[config.mk]
export PLATFORM = sky130hd
export DESIGN_NAME = intr_swap_ctrl
export DESIGN_NICKNAME = d
export VERILOG_FILES = /design/src/rtl/intr_swap_ctrl.sv
export SDC_FILE = /design/constraint.sdc
export NUM_CORES = 1
export LEC_CHECK = 0
export BUFFER_PORTS_ARGS = -buffer_cell sky130_fd_sc_hd__buf_2
export CORE_UTILIZATION = 25
export DETAILED_ROUTE_END_ITERATION = 12
export GPL_ROUTABILITY_DRIVEN = 0
export MAX_ROUTING_LAYER = met4
export PLACE_DENSITY = 0.5
export SETUP_SLACK_MARGIN = 0.5
export SYNTH_ARGS = -nofsm -noshare
export SYNTH_HDL_FRONTEND = slang
export SYNTH_SLANG_ARGS = --single-unit
export TNS_END_PERCENT = 100
[constraint.sdc]
create_clock -name clk -period 4.65 [get_ports clk]
set_clock_uncertainty 0.1 [all_clocks]
set_input_delay 0 -clock clk [delete_from_list [all_inputs] [get_ports clk]]
set_output_delay 0 -clock clk [all_outputs]
set_load 0.01 [all_outputs]
[src/rtl/intr_swap_ctrl.sv]
module intr_swap_ctrl #(
  parameter int IP_W = 16,
  parameter int OP_W = 8,
  parameter logic [IP_W-1:0] VEC_RESET = 16'h0100
) (
  input  logic            clk,
  input  logic            rst_n,
  input  logic            op_valid,
  input  logic [OP_W-1:0] opcode,
  input  logic            irq_req,
  output logic [IP_W-1:0] ip,
  output logic [IP_W-1:0] vec,
  output logic            in_irq,
  output logic            irq_en,
  output logic            fetch_next
);

  localparam logic [OP_W-1:0] OP_SWI = OP_W'(8'hF3);
  localparam logic [OP_W-1:0] OP_RTI = OP_W'(8'hF4);
  localparam logic [OP_W-1:0] OP_IEN = OP_W'(8'hF5);
  localparam logic [OP_W-1:0] OP_IDI = OP_W'(8'hF6);
  localparam logic [OP_W-1:0] OP_NOP = OP_W'(8'hFF);

  logic do_swi, do_rti, do_ien, do_idi, do_nop, do_swap, do_step, irq_take;
  logic [IP_W-1:0] ip_inc;

  assign do_swi   = op_valid && (opcode == OP_SWI);
  assign do_rti   = op_valid && (opcode == OP_RTI);
  assign do_ien   = op_valid && (opcode == OP_IEN);
  assign do_idi   = op_valid && (opcode == OP_IDI);
  assign do_nop   = op_valid && (opcode == OP_NOP);
  assign do_swap  = do_swi || do_rti;
  assign do_step  = do_ien || do_idi || do_nop;
  assign irq_take = irq_req && !op_valid && irq_en && !in_irq;
  assign ip_inc   = ip + IP_W'(1);

  always_ff @(posedge clk or negedge rst_n) begin
    if (!rst_n) begin
      ip         <= '0;
      vec        <= VEC_RESET;
      in_irq     <= 1'b0;
      irq_en     <= 1'b0;
      fetch_next <= 1'b0;
    end else begin
      fetch_next <= do_swap || do_step || irq_take;
      if (do_swap) begin
        ip     <= vec;
        vec    <= ip_inc;
        in_irq <= do_swi;
      end else if (do_step) begin
        ip <= ip_inc;
        if (do_ien) irq_en <= 1'b1;
        if (do_idi) irq_en <= 1'b0;
      end else if (irq_take) begin
        ip     <= vec;
        vec    <= ip;
        in_irq <= 1'b1;
      end
    end
  end

  assert_swi_swap_R2: assert property (@(posedge clk) disable iff (!rst_n)
    (op_valid && opcode == OP_SWI) |=>
      (in_irq && ip == $past(vec) && vec == $past(ip) + IP_W'(1)));

  assert_rti_swap_R3: assert property (@(posedge clk) disable iff (!rst_n)
    (op_valid && opcode == OP_RTI) |=>
      (!in_irq && ip == $past(vec) && vec == $past(ip) + IP_W'(1)));

  assert_enable_R4: assert property (@(posedge clk) disable iff (!rst_n)
    (op_valid && (opcode == OP_IEN || opcode == OP_IDI)) |=>
      (irq_en == ($past(opcode) == OP_IEN) && $stable(vec) && $stable(in_irq)));

  assert_strobe_R6: assert property (@(posedge clk) disable iff (!rst_n)
    fetch_next |-> ($past(op_valid) || $past(irq_req)));

  assert_ignored_R7: assert property (@(posedge clk) disable iff (!rst_n)
    (op_valid && opcode != OP_SWI && opcode != OP_RTI && opcode != OP_IEN &&
     opcode != OP_IDI && opcode != OP_NOP) |=>
      ($stable(ip) && $stable(vec) && $stable(in_irq) && $stable(irq_en) && !fetch_next));

  assert_irq_blocked_R8: assert property (@(posedge clk) disable iff (!rst_n)
    (!op_valid && (in_irq || !irq_en)) |=> ($stable(ip) && $stable(vec)));

  assert_irq_taken_R8: assert property (@(posedge clk) disable iff (!rst_n)
    (irq_req && !op_valid && irq_en && !in_irq) |=>
      (in_irq && ip == $past(vec) && vec == $past(ip)));

  assert_opcode_first_R9: assert property (@(posedge clk) disable iff (!rst_n)
    (op_valid && opcode == OP_NOP) |=> (ip == $past(ip) + IP_W'(1) && $stable(in_irq)));

endmodule

======== Word-level counts from Yosys, hierarchy flattened ========
Cells that the tools add are included.
storage, ports and cells
  input port bits ......................... 12
  RAM bits ................................ 0
  register bits after elaboration ......... 35
  memories ................................ 0
  bits in latches ......................... 0
  output and inout port bits .............. 35
  ROM bits ................................ 0
cells by class
  multiplexer cells ....................... 11
  shift operators ......................... 0
  $add $sub $neg .......................... 1
  equal/unequal tests ..................... 6
  $mul .................................... 0
  reduce and logical (&&, ||, !) cells .... 20
  $lt $le $gt $ge ......................... 0
  bitwise operators ....................... 1
  divide/modulo/power cells ............... 0
operator list
  operator                 number
  $mux W16                 6
  $eq A8 B8 Y1 const B     5
  $add A16 B1 Y16 const B  1
  $logic_and A1 B1 Y1      8
  $logic_or A1 B1 Y1       5
  $mux W1                  5
  $reduce_bool A2 Y1       2
  $reduce_and A3 Y1        1
  $reduce_bool A3 Y1       1
  $logic_not A1 Y1         2
  $ne A2 B2 Y1 const B     1
  $reduce_and A2 Y1        1
  $not A1 Y1               1

======== Depth between registers and ports, before layout ========
  depth after elaboration ................. 7
  depth in mapped cells ................... 7
  gate-level depth less buffers ........... 6

======== Worst setup path before layout ========
No wires, ideal clock.
  path kind ............................... reg2reg
  from .................................... register in_irq
  to ...................................... register ip[6]
  cell stages (with the launch flop) ...... 6
  setup slack ............................. 2.773 ns
  period minus slack after synthesis ...... 1.877 ns
  library setup time ...................... 0.126 ns
  arrival time ............................ 1.651 ns
  cell sequence ........................... dfrtp_1 or4b_1 o211ai_4 buf_8 o21ai_1 a221o_1
on the way
  word-level cells in the longest chain between the ends .. 3
RTL lines
  what                          line  RTL
  start, declared               13    output logic in_irq,
  start signal, assigned        49    in_irq <= do_swi;
  $logic_not A1 Y1              34    assign irq_take = irq_req && !op_valid && irq_en && !in_irq;
  $logic_and A1 B1 Y1           34
  $reduce_bool A3 Y1 (no line)  -
  end signal, assigned          47    ip <= vec;
  end signal, assigned          51    ip <= ip_inc;
  end signal, assigned          55    ip <= vec;
  end, declared                 11    output logic [IP_W-1:0] ip,
Every way passes these cells.
A chain may end at the register's enable or synchronous reset.

======== Worst setup path in the final report ========
  from .................................... input port opcode[0]
  to ...................................... register vec[14]
on the way
  word-level cells in the longest chain between the ends .. 6
  elaborated cells on any way between the ends .. 17
RTL lines
  what                                    line    RTL
  start, declared                         9       input logic [OP_W-1:0] opcode,
  $eq A8 B8 Y1 (on tied branches)         29, 30
  $logic_and A1 B1 Y1 (on tied branches)  29, 30
  $logic_or A1 B1 Y1 (2 in series)        33      assign do_step = do_ien || do_idi || do_nop;
  $ne A2 B2 Y1 (no line)                  -
  $reduce_and A2 Y1 (no line)             -
  end signal, assigned                    48      vec <= ip_inc;
  end signal, assigned                    56      vec <= ip;
  end, declared                           12      output logic [IP_W-1:0] vec,
Several ways; a longest one is shown, not always the timed one.

==> metrics <==
status finished, final reports clean; Min Hold Slack 0.008135 ns; post_cts resized 0; Worst Tran Pin Value 1.043 ns; Core Area 7848 µm²; switching share of power 35.07%; commonest cells in the netlist dfrtp_1, nand2_1, nor2_1; CP arrival 2.57 ns; Iteration-0 DRC Markers 90; H-tree depth 2; Most used DFF post-synth dfrtp_1; Clock Pin Slew Worst Setup and Hold Paths 0.07 ns; leading area contributor after synthesis dfrtp_1; RSZ-0062 raised after global routing no; DR WL met3 311 µm; max-cap violation count 0; minimum clock period 2.470 ns; slew margin rel. 29.47%; simple-gate share of the synthesized area 23.06%; most frequent cell after synthesis dfrtp_1; Remaining DRCs 0; Sw Pwr 0.2997 mW; placed instance area 2341 µm²; Combinational Power Share 23.3%; Yosys warning total 0; mux share of post-synthesis cell area 0%; Die H 92.57 µm; post-synth top area share 41.49%; synth top area cells dfrtp_1, o21ai_0, nand2_1; final setup TNS 0 ns; first-pass GRT wire length 9370 µm; I/O Pins 47; worst slack, placed 2.404 ns; DRT Wirelength 5624 µm; Slew Limit Fails 0; Seq pwr share 51.1%; Post-Layout Cell Count 379; Tot GR Track Use 14.34%; Vias 1956; vias in the first global route 1835; period utilisation layout 53.11%; main combinational cell family by area after synthesis compound AO/OA/AOI/OAI gates; Routed Antenna Nets 0; final hold vios 0; Hold Crit Depth 4; worst min path class in2reg; Synth Area in XOR/XNOR 3.844%; Tot Pwr 0.8544 mW; Die X 92.57 µm; Root Buffer clkbuf_8; port bufs 46; CTS buffer count 5; CTS Buffer Depth 2; Worst EP required 4.75 ns; GRT overflow 0; Rows 32; Internal 0.5548 mW; post-synthesis adder-cell area fraction 0.6101%; EDFF count, synth 0; final core occ 31.25%; placed insts 368; clock sinks 35; DR pass1 iterations 4; compound-cell area share of the yosys netlist 24.04%; largest net degree at the start of global routing 36; DP HPWL 3935 µm; r2r worst-path depth 5; full die area 8569 µm²; FFs w/ async S/R, synth 100.0%; met1 WL 2654 µm; initial antenna violation count 0; Layout area overhead 19.59%; Clock power frac 25.5%; Initial Utilization 26.13%; post-synthesis cell area 2051 µm²; startpoint types input pin; static leakage 1.048 nW; final setup violation count 0; gate count of the mapped netlist 231; layout cells sized above 1 24.55%; PwrDens 348.4 nW/µm²; synth unique cells 51; Fmax 404.9 MHz; Highest Signal Layer met4; Worst setup EP type register; sequential area share after synthesis 42.77%; Via-to-Cell Ratio 5.161; Yosys reg bits 35; ant diodes 0; worst skew pair latency 0.29 ns; VDD IR max 0.1112 mV; Synth Area per Inst 8.878 µm²; Finished Cell Area 2452 µm²; WL/cell 14.84 µm; Final nets 289; CP Class in2reg; worst-path fanout max 21; metal2 WL 2564 µm; CTS tree done; Worst Slack Setup Final 2.180 ns; Synth Net Count 244
critical path, stage by stage:
cell           delay [ns]
dlygate4sd3_1        0.53
buf_2                0.16
or3b_4               0.42
a211o_1              0.48
nand2_1              0.64
nor2_1               0.09
a311oi_1             0.25
power by group through the flow:
stage               sequential, mW  combinational, mW  clock (mW)
CTS                          0.437              0.203       0.225
floorplan                    0.441              0.100           0
global route                 0.448              0.224       0.241
detailed placement           0.442              0.201           0
global placement             0.442              0.199           0
finish                       0.437              0.199       0.218
cell families after synthesis:
logic type               after synthesis
XOR/XNOR                               9
buffers and inverters                 22
AND/OR/NAND/NOR                       94
flip-flops                            35
adder cells (fa/ha/maj)                1
AO/OA/AOI/OAI                         70
per-layer routing:
layer	vias to the layer above	track usage (%)
met5	-	-
met2	55	21.79
li1	944	-
met3	9	3.038
met4	0	4.557
met1	948	19.04
final cells by class:
class | instances | area [µm²]
sequential | 35 | 877.1
fill | 886 | 5395
clock inverter | 1 | 5.005
clock buffer | 7 | 76.32
timing repair buffer | 51 | 275.3
multi-input combinational | 174 | 1057
tap | 102 | 127.6
inverter | 9 | 33.78
flip-flops by register name, summed over array words and instances, names as in the netlist:
register and flops:
in_irq 1, ip 16, fetch_next 1, irq_en 1, vec 16
repair_timing:
item,in CTS,in global routing
setup buffers,0,0
hold buffers,3,0
endpoints found under the hold margin,36,0
final timing paths:
path | start | end | slack [ns]
max | opcode[0] | vec[14]$_DFFE_PN0P_ | 2.18
min | opcode[2] | irq_en$_DFFE_PN0P_ | 0.008
max reg2reg | in_irq$_DFFE_PN0P_ | in_irq$_DFFE_PN0P_ | 2.24
min reg2reg | vec[8]$_DFFE_PN1P_ | vec[8]$_DFFE_PN1P_ | 0.40
max in group asynchronous | rst_n | vec[1]$_DFFE_PN0P_ | 3.70
min in group asynchronous | rst_n | vec[15]$_DFFE_PN0P_ | 0.23
placed cells by master (no fill, tap or decap), types with 2 or more instances in the layout:
cell type / Yosys / routed
a211oi_1: 4 / 4
inv_1: 9 / 9
buf_4: 0 / 2
a32oi_1: 2 / 2
nor3_1: 9 / 9
dlygate4sd3_1: 0 / 3
clkbuf_8: 0 / 5
o21ai_0: 19 / 19
xnor2_1: 6 / 6
a31oi_1: 2 / 2
o21ai_2: 2 / 2
clkbuf_1: 6 / 2
a21oi_1: 13 / 13
nor2_1: 20 / 20
nand2_1: 24 / 24
a221o_1: 3 / 3
nor3b_1: 2 / 2
buf_2: 3 / 46
nand3_1: 12 / 12
dfrtp_1: 34 / 34
and3_1: 5 / 5
a21boi_0: 2 / 2
o32ai_1: 2 / 2
a22oi_1: 2 / 2
nand4_1: 5 / 5
or3_1: 2 / 2
o21a_1: 4 / 4
o221a_2: 3 / 3
xor2_1: 3 / 3
nor4_1: 4 / 4
or2_2: 3 / 3
o21ai_1: 3 / 3
Power figures use the tool's default switching activity.
